## src/rtl/sxc_pkg.sv

```systemverilog
// Package: register offsets and field positions shared by the controller.
// Assumes a 32-bit register word and byte offsets on a 5-bit address.
package sxc_pkg;
    localparam int ADDR_W   = 5;
    localparam logic [ADDR_W-1:0] OFF_CTL  = 5'h00;
    localparam logic [ADDR_W-1:0] OFF_CMD  = 5'h0C;
    localparam logic [ADDR_W-1:0] OFF_DATA = 5'h10;
    localparam int SEL_LSB  = 7;
    localparam int RATE_LSB = 4;
    localparam int START_BIT = 0;
    localparam int DIR_LSB  = 2;
    localparam int LEN_LSB  = 4;
    localparam int BYTE_W   = 8;
endpackage

```

## src/rtl/sxc_clkgen.sv

```systemverilog
// Half-period tick generator. It pulses `tick` every 2^code cycles while
// `run` is high and restarts from zero whenever `run` is low.
// Assumes `code` stays stable for the whole of a run.
module sxc_clkgen #(
    parameter int RATE_W = 3,
    localparam int CNT_W = (1 << RATE_W) - 1
) (
    input  logic              clk,
    input  logic              rst_n,
    input  logic              run,
    input  logic [RATE_W-1:0] code,
    output logic              tick
);
    logic [CNT_W-1:0] cnt;
    logic [CNT_W:0]   half_m1;

    // terminal count of one half period
    always_comb half_m1 = ({{CNT_W{1'b0}}, 1'b1} << code) - 1'b1;

    assign tick = run && (cnt == half_m1[CNT_W-1:0]);

    // count system clocks inside the current half period
    always_ff @(posedge clk) begin
        if (!rst_n || !run || tick) cnt <= '0;
        else                        cnt <= cnt + 1'b1;
    end
endmodule

```

## src/rtl/sxc_shifter.sv

```systemverilog
// Bit engine. On `start` it loads a left-justified word and shifts `nbits`
// bits MSB first. sclk rises on odd ticks, where miso is captured, and falls
// on even ticks, where mosi advances. `finish` flags the edge of the last fall.
// Assumes 1 <= nbits <= DATA_W and no `start` while busy.
module sxc_shifter #(
    parameter int DATA_W = 32,
    localparam int NB_W = $clog2(DATA_W) + 1
) (
    input  logic              clk,
    input  logic              rst_n,
    input  logic              start,
    input  logic [DATA_W-1:0] tx_word,
    input  logic [NB_W-1:0]   nbits,
    input  logic              tick,
    input  logic              miso,
    output logic              sclk,
    output logic              mosi,
    output logic              busy,
    output logic              finish,
    output logic [DATA_W-1:0] rx_word
);
    logic [DATA_W-1:0] sh;
    logic [DATA_W-1:0] rxacc;
    logic [NB_W-1:0]   left;
    logic [NB_W-1:0]   nb_q;

    assign mosi    = sh[DATA_W-1];
    assign finish  = busy && tick && sclk && (left == NB_W'(1));
    assign rx_word = rxacc << (NB_W'(DATA_W) - nb_q);

    // serial state: load, clock phase, shift and count
    always_ff @(posedge clk) begin
        if (!rst_n) begin
            sh <= '0; rxacc <= '0; left <= '0; nb_q <= NB_W'(DATA_W);
            sclk <= 1'b0; busy <= 1'b0;
        end else if (start) begin
            sh <= tx_word; rxacc <= '0; left <= nbits; nb_q <= nbits;
            sclk <= 1'b0; busy <= 1'b1;
        end else if (busy && tick) begin
            if (!sclk) begin
                sclk  <= 1'b1;
                rxacc <= {rxacc[DATA_W-2:0], miso};
            end else begin
                sclk <= 1'b0;
                sh   <= sh << 1;
                left <= left - 1'b1;
                if (left == NB_W'(1)) busy <= 1'b0;
            end
        end
    end
endmodule

```

## src/rtl/serial_xfer_ctrl.sv

```systemverilog
// Register-mapped single-channel serial master. It holds the control,
// command and data registers, drives the selects from the control word,
// and runs the tick generator and bit engine for immediate transfers.
// Assumes one register write per cycle and a combinational read path.
module serial_xfer_ctrl #(
    parameter int DATA_W = 32,
    parameter int RATE_W = 3,
    parameter int NDEV   = 3,
    localparam int ADDR_W = sxc_pkg::ADDR_W,
    localparam int NB_W   = $clog2(DATA_W) + 1
) (
    input  logic              clk,
    input  logic              rst_n,
    input  logic [ADDR_W-1:0] reg_addr,
    input  logic              reg_wen,
    input  logic [DATA_W-1:0] reg_wdata,
    output logic [DATA_W-1:0] reg_rdata,
    output logic              sclk,
    output logic              mosi,
    input  logic              miso,
    output logic [NDEV-1:0]   sel_n
);
    import sxc_pkg::*;

    logic [NDEV-1:0]   sel_q;
    logic [RATE_W-1:0] rate_q;
    logic [RATE_W-1:0] rate_run;
    logic              dir_wr_q;
    logic [1:0]        len_q;
    logic [1:0]        dir_q;
    logic [DATA_W-1:0] data_q;
    logic              busy, finish, tick, start;
    logic [DATA_W-1:0] rx_word;
    logic [NB_W-1:0]   start_bits;
    logic [1:0]        len_in;

    assign len_in     = reg_wdata[LEN_LSB +: 2];
    assign start_bits = NB_W'((int'(len_in) + 1) * BYTE_W);
    assign start      = reg_wen && (reg_addr == OFF_CMD) && !busy
                        && reg_wdata[START_BIT];
    assign sel_n      = ~sel_q;
    assign dir_wr_q   = (dir_q != 2'd0);

    // control word: select field and rate code
    always_ff @(posedge clk) begin
        if (!rst_n) begin
            sel_q <= '0; rate_q <= '0;
        end else if (reg_wen && reg_addr == OFF_CTL) begin
            sel_q  <= reg_wdata[SEL_LSB +: NDEV];
            rate_q <= reg_wdata[RATE_LSB +: RATE_W];
        end
    end

    // command fields, accepted only while idle; rate frozen at start
    always_ff @(posedge clk) begin
        if (!rst_n) begin
            dir_q <= '0; len_q <= '0; rate_run <= '0;
        end else if (reg_wen && reg_addr == OFF_CMD && !busy) begin
            dir_q <= reg_wdata[DIR_LSB +: 2];
            len_q <= len_in;
            if (reg_wdata[START_BIT]) rate_run <= rate_q;
        end
    end

    // data word: software writes while idle, receive result on completion
    always_ff @(posedge clk) begin
        if (!rst_n)                                         data_q <= '0;
        else if (finish && !dir_wr_q)                       data_q <= rx_word;
        else if (reg_wen && reg_addr == OFF_DATA && !busy)  data_q <= reg_wdata;
    end

    // register read multiplexer
    always_comb begin
        reg_rdata = '0;
        case (reg_addr)
            OFF_CTL: begin
                reg_rdata[SEL_LSB +: NDEV]    = sel_q;
                reg_rdata[RATE_LSB +: RATE_W] = rate_q;
            end
            OFF_CMD: begin
                reg_rdata[START_BIT]     = busy;
                reg_rdata[DIR_LSB +: 2]  = dir_q;
                reg_rdata[LEN_LSB +: 2]  = len_q;
            end
            OFF_DATA: reg_rdata = data_q;
            default:  reg_rdata = '0;
        endcase
    end

    sxc_clkgen #(.RATE_W(RATE_W)) u_clkgen (
        .clk(clk), .rst_n(rst_n), .run(busy), .code(rate_run), .tick(tick)
    );

    sxc_shifter #(.DATA_W(DATA_W)) u_shifter (
        .clk(clk), .rst_n(rst_n), .start(start), .tx_word(data_q),
        .nbits(start_bits), .tick(tick), .miso(miso), .sclk(sclk),
        .mosi(mosi), .busy(busy), .finish(finish), .rx_word(rx_word)
    );
endmodule

```

## config.mk

```make
export PLATFORM = sky130hd
export DESIGN_NAME = serial_xfer_ctrl
export DESIGN_NICKNAME = d
export VERILOG_FILES = /design/src/rtl/sxc_pkg.sv /design/src/rtl/sxc_clkgen.sv /design/src/rtl/sxc_shifter.sv /design/src/rtl/serial_xfer_ctrl.sv
export SDC_FILE = /design/constraint.sdc
export NUM_CORES = 1
export LEC_CHECK = 0
export CORE_MARGIN = 2
export CORE_UTILIZATION = 23
export CTS_CLUSTER_SIZE = 24
export DETAILED_ROUTE_END_ITERATION = 12
export SKIP_LAST_GASP = 1
export SYNTH_ARGS = -nofsm -noshare
export SYNTH_HDL_FRONTEND = slang
export SYNTH_SLANG_ARGS = --single-unit
```

## constraint.sdc

```tcl
create_clock -name clk -period 2.8 [get_ports clk]
set_clock_uncertainty 0.05 [all_clocks]
set_input_delay 0.56 -clock clk [delete_from_list [all_inputs] [get_ports clk]]
set_output_delay 0.56 -clock clk [all_outputs]
set_load 0.01 [all_outputs]
```

Word-level counts from Yosys, hierarchy flattened
Index checks and enable logic that the tools add are counted.
Widths: inputs -> output; s select.
- eq/ne operators: 4
- bitwise gates (word level): 3
- shifts and indexed selects: 2
- reduce and logical (&&, ||, !) cells: 28
- $add $sub $neg: 5
- multiplexer cells: 19
- operator list (operator ; count):
    $mux 32 ; 5
    $shl 32x6->32 ; 1
    $mux 22 ; 1
    $mux 6 ; 3
    $logic_and 1x1->1 ; 11
    $reduce_bool 2->1 ; 5
    $pmux 4 s2 ; 1
    $reduce_and 2->1 ; 4
    $add 7x1->7 const B ; 1
    $eq 7x7->1 ; 1
    $shl 1x3->7 const A ; 1
    $sub 7x1->7 const B ; 1
    $eq 6x1->1 const B ; 1
    $mux 1 ; 6
    $pmux 2 s3 ; 1
    $sub 6x1->6 const B ; 1
    $sub 6x6->6 const A ; 1
    $eq 5x4->1 const B ; 1
    $eq 5x5->1 const B ; 1
    $logic_not 5->1 ; 1
    $pmux 2 s2 ; 1
    $add 2x1->3 const B ; 1
    $logic_not 1->1 ; 3
    $not 3->3 ; 1
    other kinds (5) ; 7
- word-level logic and storage cells: 75
- bits in registers: 127
- output and inout port bits: 37

Depth between registers and ports, before layout
Gate-level depths: netlist of run 1.
- depth after elaboration: 9
- mapped depth: 12
- mapped depth without buffers: 9

Cells and area by module
A second synthesis of run 1 with hierarchy kept.
- cell total of the unflattened synthesis: 916
- area, all modules: 8265.4 µm²
- modules (own cells, without submodules) (module ; seq. area each (µm²) ; area an instance (µm²) ; cells an instance ; instances):
    sxc_shifter ; 1561.5 ; 5159.9 ; 605 ; 1
    serial_xfer_ctrl ; 900.9 ; 2615.0 ; 256 ; 1
    sxc_clkgen ; 140.1 ; 490.5 ; 55 ; 1

Worst setup path before layout of run 1
Ideal clock, no wire load.
- kind: reg-to-reg
- start: reg u_shifter.nb_q[3]
- end: reg data_q[25]
- buffers on the path: 3
- data required time: 2.635 ns
- path slack: -0.026 ns
- setup time: 0.115 ns
- period minus slack after synthesis: 2.826 ns
- cell stages (with the launch flop): 10
- arrival time: 2.662 ns
- cell sequence: dfxtp_1 clkbuf_1 clkinv_1 ha_1 clkbuf_1 clkbuf_1 mux2i_1 nor2_1 o2111a_1 o21a_1
- word-level cells in the longest chain between the ends: 3
- ends and longest elaborated chain (what ; line ; text):
    start: declaration ; sxc_shifter.sv:25 ; logic [NB_W-1:0] nb_q;
    start signal: assignment ; sxc_shifter.sv:34 ; sh <= '0; rxacc <= '0; left <= '0; nb_q <= NB_W'(DATA_W);
    start signal: assignment ; sxc_shifter.sv:37 ; sh <= tx_word; rxacc <= '0; left <= nbits; nb_q <= nbits;
    $sub 6x6->6 ; sxc_shifter.sv:29 ; assign rx_word = rxacc << (NB_W'(DATA_W) - nb_q);
    $shl 32x6->32 ; sxc_shifter.sv:29 ;
    $mux 32 ; serial_xfer_ctrl.sv:68 ; else if (finish && !dir_wr_q) data_q <= rx_word;
    end signal: assignment ; serial_xfer_ctrl.sv:68 ;
    end signal: assignment ; serial_xfer_ctrl.sv:69 ; else if (reg_wen && reg_addr == OFF_DATA && !busy) data_q <= reg_wdata;
    end: declaration ; serial_xfer_ctrl.sv:31 ; logic [DATA_W-1:0] data_q;
No other way between the ends.
A chain may end at the register's enable or synchronous reset.

Worst setup path in the final report of run 1
- start: in reg_addr[0]
- end: out reg_rdata[19]
- word-level cells in the longest chain between the ends: 2
- ends and longest elaborated chain (what ; line ; text):
    start: declaration ; serial_xfer_ctrl.sv:14 ; input logic [ADDR_W-1:0] reg_addr,
    $eq 5x5->1 ; serial_xfer_ctrl.sv:75 ; case (reg_addr)
    $mux 22 ; serial_xfer_ctrl.sv:75 ;
    end: declaration ; serial_xfer_ctrl.sv:17 ; output logic [DATA_W-1:0] reg_rdata,
No other way between the ends.

==> metrics.md, run 1 <==
| Metric | Value |
|---|---|
| Relative max-transition margin | between 60% and 70% |
| Kind of end point of the critical path | primary output |
| Power density of the placed cells | a little under 500 nW/µm² |
| Final hold violation count | 0 |
| Part of the power in registers | 41.6% |
| Worst-path maximum fanout | 5 |
| Antenna violation net count after detailed routing | 0 |
| Number of buffer and inverter instances along the worst setup path | 4 |
| Clock insertion delay at the later pin of the skew report | ~0.4 ns |
| Critical-path top delay cell | or4_4 |
| Portion of total power attributed to combinational logic | 4.2% |
| Vert. Die Dim | between 150 and 200 µm |
| Leakage Power | approximately 3.2 nW |
| CP arrival | 2.13 ns |
| Asr flop ratio synth | 0% |
| Highest-count cells in the layout ignoring fill and taps | nand2_1 (132), dfxtp_1 (127), mux2i_1 (74) |
| Part of the cycle the worst path needs | between 90% and 100% |
| Number of nets in the finished design | ~930 |
| Wirelength, routed | around 21 mm |
| Overall power of the completed layout | about 4.4 mW |
| Number of antenna violations at the first check in global routing | 0 |
| Width of the die | about 170 µm |
| Final core occ | 30.8% |
| Count of final setup violators | 0 |
| Worst-case hold slack | around 0.41 ns |
| Worst Setup Start Kind | input port |
| Internal | ~3.4 mW |
| Cells traversed along the worst timing path | dlygate4sd2_1 -> or4_4 -> nor2_4 -> buf_4 -> buf_12 -> and2_1 -> dlygate4sd2_1 |
| Cell seen most often among critical-path stages | dlygate4sd2_1 |
| Pin count of the biggest net entering global routing | 60 |
| Achievable Freq | 365 MHz |
| Net switching component of the power | between 0.9 and 1 mW |
| Number of buffer cells added on primary ports | 77 |
| Inserted Clock Buffers | 17 |
| I/O pin cnt | slightly below 80 |
| RePlAce Congestion | between 0.8 and 0.9 |
| Net switching fraction of the power | 21.7% |
| Max-slew violations | 0 |
| DR DRC count | 0 |
| Worst Tran Pin Value | roughly 0.54 ns |
| Crit path required time | 2.19 ns |
| Number of global-route vias before repair | 5967 |
| Proportion of layout cells with a drive suffix above 1 | 14.8% |
| Global route total overflow | 0 |
| Sequential element share of the synthesized area | a little under two fifths |
| Startpoint-to-endpoint class of the critical path | input port to primary output |
| Syn Nets | 851 |
| Number of synthesized register bits | about 130 |
| CTS Buffer Depth | 2 |
| Most common cell after layout, fill and taps aside | nand2_1 |
| Count of flip-flops with a built-in enable after synthesis | 0 |
| Count of mapped cells out of synthesis | between 800 and 900 |
| Final critical path time including I/O delays and setup | ~2.7 ns |
| Drt wl/cell | 16.6 µm |
| Via total after detailed routing | 6250 |
| Clk pwr share | a little over half |
| Run status | finished clean |
| Violation count after the first detailed-route iteration | 449 |
| YS warnings | 0 |
| Die outline area | ~30000 µm² |
| Global-route wire length before repair | roughly 33 mm |
| Clock transition time at the flip-flop clock pins of the worst setup and hold paths | 0.05 ns |
| Type of the most critical hold path | flop to flop |
| Number of violations of the max-capacitance limit | 0 |
| Biggest cell delay along the critical path | roughly 0.54 ns |
| Starting density of the core | between 20% and 30% |
| Detailed placer's ending HPWL | 14.2 mm |
| TritonCTS clock tree | built |
| Number of standard-cell rows in the floorplan | between 60 and 70 |
| First-pass iteration count of the detailed router | 5 |
| Clock Sink Count | approximately 130 |
| Max rail drop VDD | roughly 0.42 mV |
| Number of vias per cell after detailed routing | about 5 |
| Gr usage total | ~14% |
| Fillers | approximately 3000 |
| Master cell of the clock root buffer | clkbuf_16 |
| Core area | between 20000 and 30000 µm² |
| Most instantiated flip-flop cell in the synthesis netlist | dfxtp_1 |
| H-tree depth | 4 |
| Unique cell type count in the Yosys netlist | 54 |
| Cell family with the largest share of critical-path delay | buffers and inverters |
| Growth of design area from synthesis to finish | 32.6% |
| Cell area after technology mapping | 6630 µm² |
| Number of diodes added for antenna fixing | 0 |
| Mean post-synth cell area | between 8 and 9 µm² |
-- flip-flops by register name, summed over array words and instances (netlist names) --
name and flops:
u_shifter.busy 1, u_shifter.sh 32, u_shifter.left 6, dir_q 2, u_shifter.sclk 1, u_clkgen.cnt 7
u_shifter.nb_q 3, u_shifter.rxacc 32, len_q 2, rate_q 3, data_q 32, rate_run 3
sel_q 3
-- cell families after synthesis --
kind of cell / Yosys count / synth area share, %
buffers and inverters: 85 / 5.78
DFF: 127 / 38.4
and+or+nand+nor: 307 / 22.2
muxes: 74 / 11.2
AOI/OAI and AO/OA: 195 / 20.0
xor gates and xnor gates: 10 / 1.32
adders and majority gates: 6 / 1.13
-- per-layer routing --
| metal | up-vias | track usage [%] | routed length, µm |
|---|---|---|---|
| met5 | - | 0 | 0 |
| met4 | 0 | 6.34 | 678 |
| met3 | 28 | 3.14 | 1140 |
| met2 | 167 | 22.5 | 10100 |
| met1 | 2986 | 17.6 | 9400 |
| li1 | 3069 | - | - |
-- final timing paths --
check / slack [ns] / depth (start not counted) / from / endpoint
worst min-delay path: 0.41 / 2 / u_shifter.nb_q[4]$_SDFFE_PN0P_ / u_shifter.nb_q[4]$_SDFFE_PN0P_
worst max-delay path: 0.06 / 7 / reg_addr[0] / reg_rdata[19]
worst max register to register: 0.16 / 10 / rate_run[1]$_SDFFE_PN0P_ / data_q[31]$_SDFFE_PN0P_
worst min register to register: 0.41 / 2 / u_shifter.nb_q[4]$_SDFFE_PN0P_ / u_shifter.nb_q[4]$_SDFFE_PN0P_
-- synth_stat cells, drive strengths merged (11+ instances only) --
master | number | share of area, %
nor2 | 57 | 3.3
nand2 | 132 | 7.5
o22ai | 31 | 2.9
a31oi | 28 | 2.6
a21oi | 46 | 3.5
a22o | 17 | 2.2
a32oi | 13 | 1.7
mux2i | 74 | 11
clkbuf | 46 | 2.6
and2 | 44 | 4.2
inv | 13 | 0.74
o21ai | 17 | 1.3
nor3 | 11 | 1.1
nand3 | 21 | 1.6
buf | 25 | 2.4
dfxtp | 127 | 38
-- per-stage QoR --
stage	setup TNS, ns	instances	worst slack [ns]	area, µm²
after floorplan	0	804	0.128	6630
after global placement	-11.87	1241	-0.378	8060
after detailed placement	-12.92	1241	-0.398	8060
after CTS	0	1282	0.0113	8740
after global routing	-0.00259	1283	-0.00259	8790
final	0	1283	0.0593	8790
-- cell type report --
cell class | instances | area (µm²) | area share [%]
Tap cell | 384 | 480 | 5.47
Timing Repair Buffer | 134 | 1300 | 14.8
Clock buffer | 18 | 439 | 5.00
Sequential cell | 127 | 2540 | 28.9
Clock inverter | 14 | 190 | 2.16
Inverter | 14 | 52.6 | 0.598
Multi-Input combinational cell | 592 | 3780 | 43.0
-- power by group through the flow --
stage / registers (mW) / logic [mW] / clock network [mW]
2_1_floorplan: 1.86 / 0.0689 / 0
3_3_place_gp: 1.86 / 0.171 / 0
3_5_place_dp: 1.86 / 0.172 / 0
4_1_cts: 1.82 / 0.184 / 2.39
5_1_grt: 1.82 / 0.198 / 2.46
6_report: 1.82 / 0.185 / 2.36
-- timing repair --
| item | in CTS | in global routing |
|---|---|---|
| pin swaps | 2 | 1 |
| endpoints found under the setup margin | 32 | 107 |
| setup buffers | 7 | 1 |
| gates cloned | 3 | 0 |
| resized for setup | 118 | 10 |
| hold buffers | 0 | 0 |
-- worst reg2reg max path: cells and delay by family, from the launching register on --
family                   cells  cell delay (ns)
adder cells (fa/ha/maj)      1             0.30
AND/OR/NAND/NOR              4             1.10
XOR/XNOR                     1             0.15
AO/OA/AOI/OAI                2             0.34
flip-flops                   1             0.34
buffers and inverters        2             0.29
Note: power is estimated with default switching activity, not from simulation.
==> run 2: changes to the inputs <==
--- a/config.mk
+++ b/config.mk
@@ -6,9 +6,10 @@
 export NUM_CORES = 1
 export LEC_CHECK = 0
 export CORE_MARGIN = 2
-export CORE_UTILIZATION = 23
+export CORE_UTILIZATION = 50
 export CTS_CLUSTER_SIZE = 24
 export DETAILED_ROUTE_END_ITERATION = 12
+export PLACE_DENSITY = 0.75
 export SKIP_LAST_GASP = 1
 export SYNTH_ARGS = -nofsm -noshare
 export SYNTH_HDL_FRONTEND = slang
==> metrics.md, run 2 (synthesis gave the netlist of run 1 again) <==
| Metric | Value |
|---|---|
| Count of final setup violators | 0 (unchanged) |
| I/O pin cnt | 78 (unchanged) |
| Most common cell after layout, fill and taps aside | nand2_1 |
| Worst-path maximum fanout | 7 (+2) |
| Cts hold-fix bufs | 0 (unchanged) |
| Max-slew violations | 0 (unchanged) |
| Detailed placer's ending HPWL | 13.1 mm (-8.1%) |
| First-pass iteration count of the detailed router | 5 (unchanged) |
| Placed insts | 1027 (-17%) |
| Number of vias per cell after detailed routing | 6.07 (+25%) |
| Highest-count cells in the layout ignoring fill and taps | nand2_1 (132), dfxtp_1 (127), mux2i_1 (74) |
| Core area | 13100 µm² (-54%) |
| Post-Place Worst Slack | -0.415 ns (-0.0170 ns) |
| DR DRC count | 0 (unchanged) |
| Die outline area | 14200 µm² (-53%) |
| H-tree depth | 4 (unchanged) |
| Worst hold path cell count | 2 (unchanged) |
| Minimum setup slack among reg-to-reg paths | 0.12 ns (-0.04 ns) |
| Number of diodes added for antenna fixing | 0 (unchanged) |
| Type of the most critical hold path | flop to flop |
| Number of antenna violations at the first check in global routing | 0 (unchanged) |
| Clock transition time at the flip-flop clock pins of the worst setup and hold paths | 0.05 ns (about the same) |
| Width of the die | 119 µm (-31%) |
| PnR worst setup slack | 0.0220 ns (-0.0373 ns) |
| CTS Buffer Depth | 2 (unchanged) |
| Post-Layout Cell Count | 1065 (-17%) |
| Number of buffer cells added on primary ports | 77 (unchanged) |
| Master cell of the clock root buffer | clkbuf_16 |
| Inserted Clock Buffers | 17 (unchanged) |
| Starting density of the core | 50.7% (+27 points) |
| Setup repair after global routing missed its margin | true |
| Wire length on met2 | 9.15 mm (-9.3%) |
| Fin Setup TNS | 0 ns (unchanged) |
| Depth of the most critical reg-to-reg path | 11 (+1) |
| Clock insertion delay at the later pin of the skew report | 0.42 ns (about the same) |
| Met1 Wirelength | 8.44 mm (-10%) |
| FF-to-FF Start | rate_run[1]$_SDFFE_PN0P_ |
| Worst hold path endpoint | u_shifter.rxacc[31]$_SDFFE_PP0P_ |
| Worst Hold Launch | u_shifter.rxacc[31]$_SDFFE_PP0P_ |
| Number of nets in the finished design | 924 (-0.96%) |
| Proportion of layout cells with a drive suffix above 1 | 13.6% (-1.2 points) |
| Pin count of the biggest net entering global routing | 50 (-17%) |
| Startpoint-to-endpoint class of the critical path | input port to primary output |
| Violation count after the first detailed-route iteration | 787 (+75%) |
| Global-route wire length before repair | 31.7 mm (-4.3%) |
| Growth of design area from synthesis to finish | 26.4% |
| Antenna violation net count after detailed routing | 0 (unchanged) |
| Final core occ | 64.0% (+33 points) |
| Launch point of the worst path | reg_addr[2] |
| Via total after detailed routing | 6465 (+3.4%) |
| Wirelength, routed | 19.7 mm (-7.6%) |
| Critical R2R Capture | u_shifter.rxacc[14]$_SDFFE_PP0P_ |
| Leading registers by flop count | data_q (32), u_shifter.rxacc (32), u_shifter.sh (32) |
| Final hold violation count | 0 (unchanged) |
| Part of the cycle the worst path needs | 99.2% (+1.3 points) |
| DR top layer | met4 |
| Number of global-route vias before repair | 6123 (+2.6%) |
| Global route total overflow | 0 (unchanged) |
| Crit path required time | 2.19 ns (about the same) |
| Gr usage total | 27.9% (+14 points) |
| Vert. Die Dim | 119 µm (-31%) |
| Final critical path time including I/O delays and setup | 2.78 ns (+0.0373 ns) |
| Leakage Power | 3.04 nW (-4.3%) |
| Power density of the placed cells | 490 nW/µm² (-1.4%) |
| Wire length on met3 | 1.59 mm (+40%) |
| Relative max-transition margin | 64.8% (+1.1 points) |
| Kind of end point of the critical path | primary output |
| Number of violations of the max-capacitance limit | 0 (unchanged) |
| Worst Tran Pin Value | 0.525 ns (-0.0165 ns) |
| Number of standard-cell rows in the floorplan | 42 (-32%) |
| RePlAce Congestion | 0.913 (+9.8%) |
| Run status | finished clean |
| Clock Sink Count | 127 (unchanged) |
| TritonCTS clock tree | built |
| CP arrival | 2.17 ns (+0.04 ns) |
| Max rail drop VDD | 0.804 mV (+92%) |
| Drt wl/cell | 18.5 µm (+11%) |
| Achievable Freq | 360 MHz (-1.3%) |
| Worst Setup Start Kind | input port |
## run 2: changes by cell type in the layout (fill, tap and decap cells not counted), sizes merged, moves of 3 or more
| cell | previous run | this run |
|---|---|---|
| clkbuf | 18 | 26 |
| dlymetal6s2s | 4 | 0 |
| buf | 82 | 71 |
| clkdlybuf4s50 | 41 | 44 |
| bufinv | 4 | 1 |
## run 2: routing by layer
metal	track usage, %	up-vias
li1	-	3048
met1	37.6	3070
met2	43.6	301
met3	6.18	46
met4	10.7	0
met5	0	-
## run 2: worst max path at each step
stage                                        to  slack, ns  cells past startpoint
2_1_floorplan            data_q[1]$_SDFFE_PN0P_       0.13                      9
3_5_place_dp                      reg_rdata[24]      -0.42                      6
6_report                           reg_rdata[6]       0.02                      5
5_1_grt        u_shifter.rxacc[14]$_SDFFE_PP0P_      -0.06                     11
4_1_cts                           reg_rdata[10]     -0.006                      8
3_3_place_gp                       reg_rdata[0]      -0.35                      6
## run 2: power by group
| group | switching [mW] | internal, mW | leakage [nW] | total, mW |
|---|---|---|---|---|
| Clock | 0.761 | 1.35 | 0.289 | 2.11 |
| Combinational | 0.0896 | 0.0858 | 1.73 | 0.175 |
| Sequential | 0.00525 | 1.81 | 1.02 | 1.82 |
## run 2: cell type report
type	instances	area [µm²]
Tap cell	176	220
Inverter	14	52.6
Clock buffer	25	515
Sequential cell	127	2540
Fill cell	1071	4710
Clock inverter	6	55.1
Timing Repair Buffer	125	1220
Multi-Input combinational cell	592	3770
## run 2: worst max-delay path, stage by stage
cell and delay [ns]:
dlygate4sd2_1 0.25, or4_4 0.54, buf_4 0.18, nor2_1 0.10
clkdlybuf4s50_1 0.54
## run 2: through the flow
step                      cell area, µm²  hold slack [ns]  power [mW]
after floorplan                     6630            0.384        1.92
after detailed placement            7760            0.405        2.02
after global placement              7760            0.389        2.02
after CTS                           8350            0.413        4.13
final                               8380            0.415        4.10
after global routing                8380            0.431        4.22
## run 2: what timing repair did
item / in CTS / in global routing
endpoints found under the setup margin: 32 / 45
gates resized for setup: 122 / 2
setup buffers: 6 / 0
gates cloned: 2 / 1
pin swaps: 3 / 3
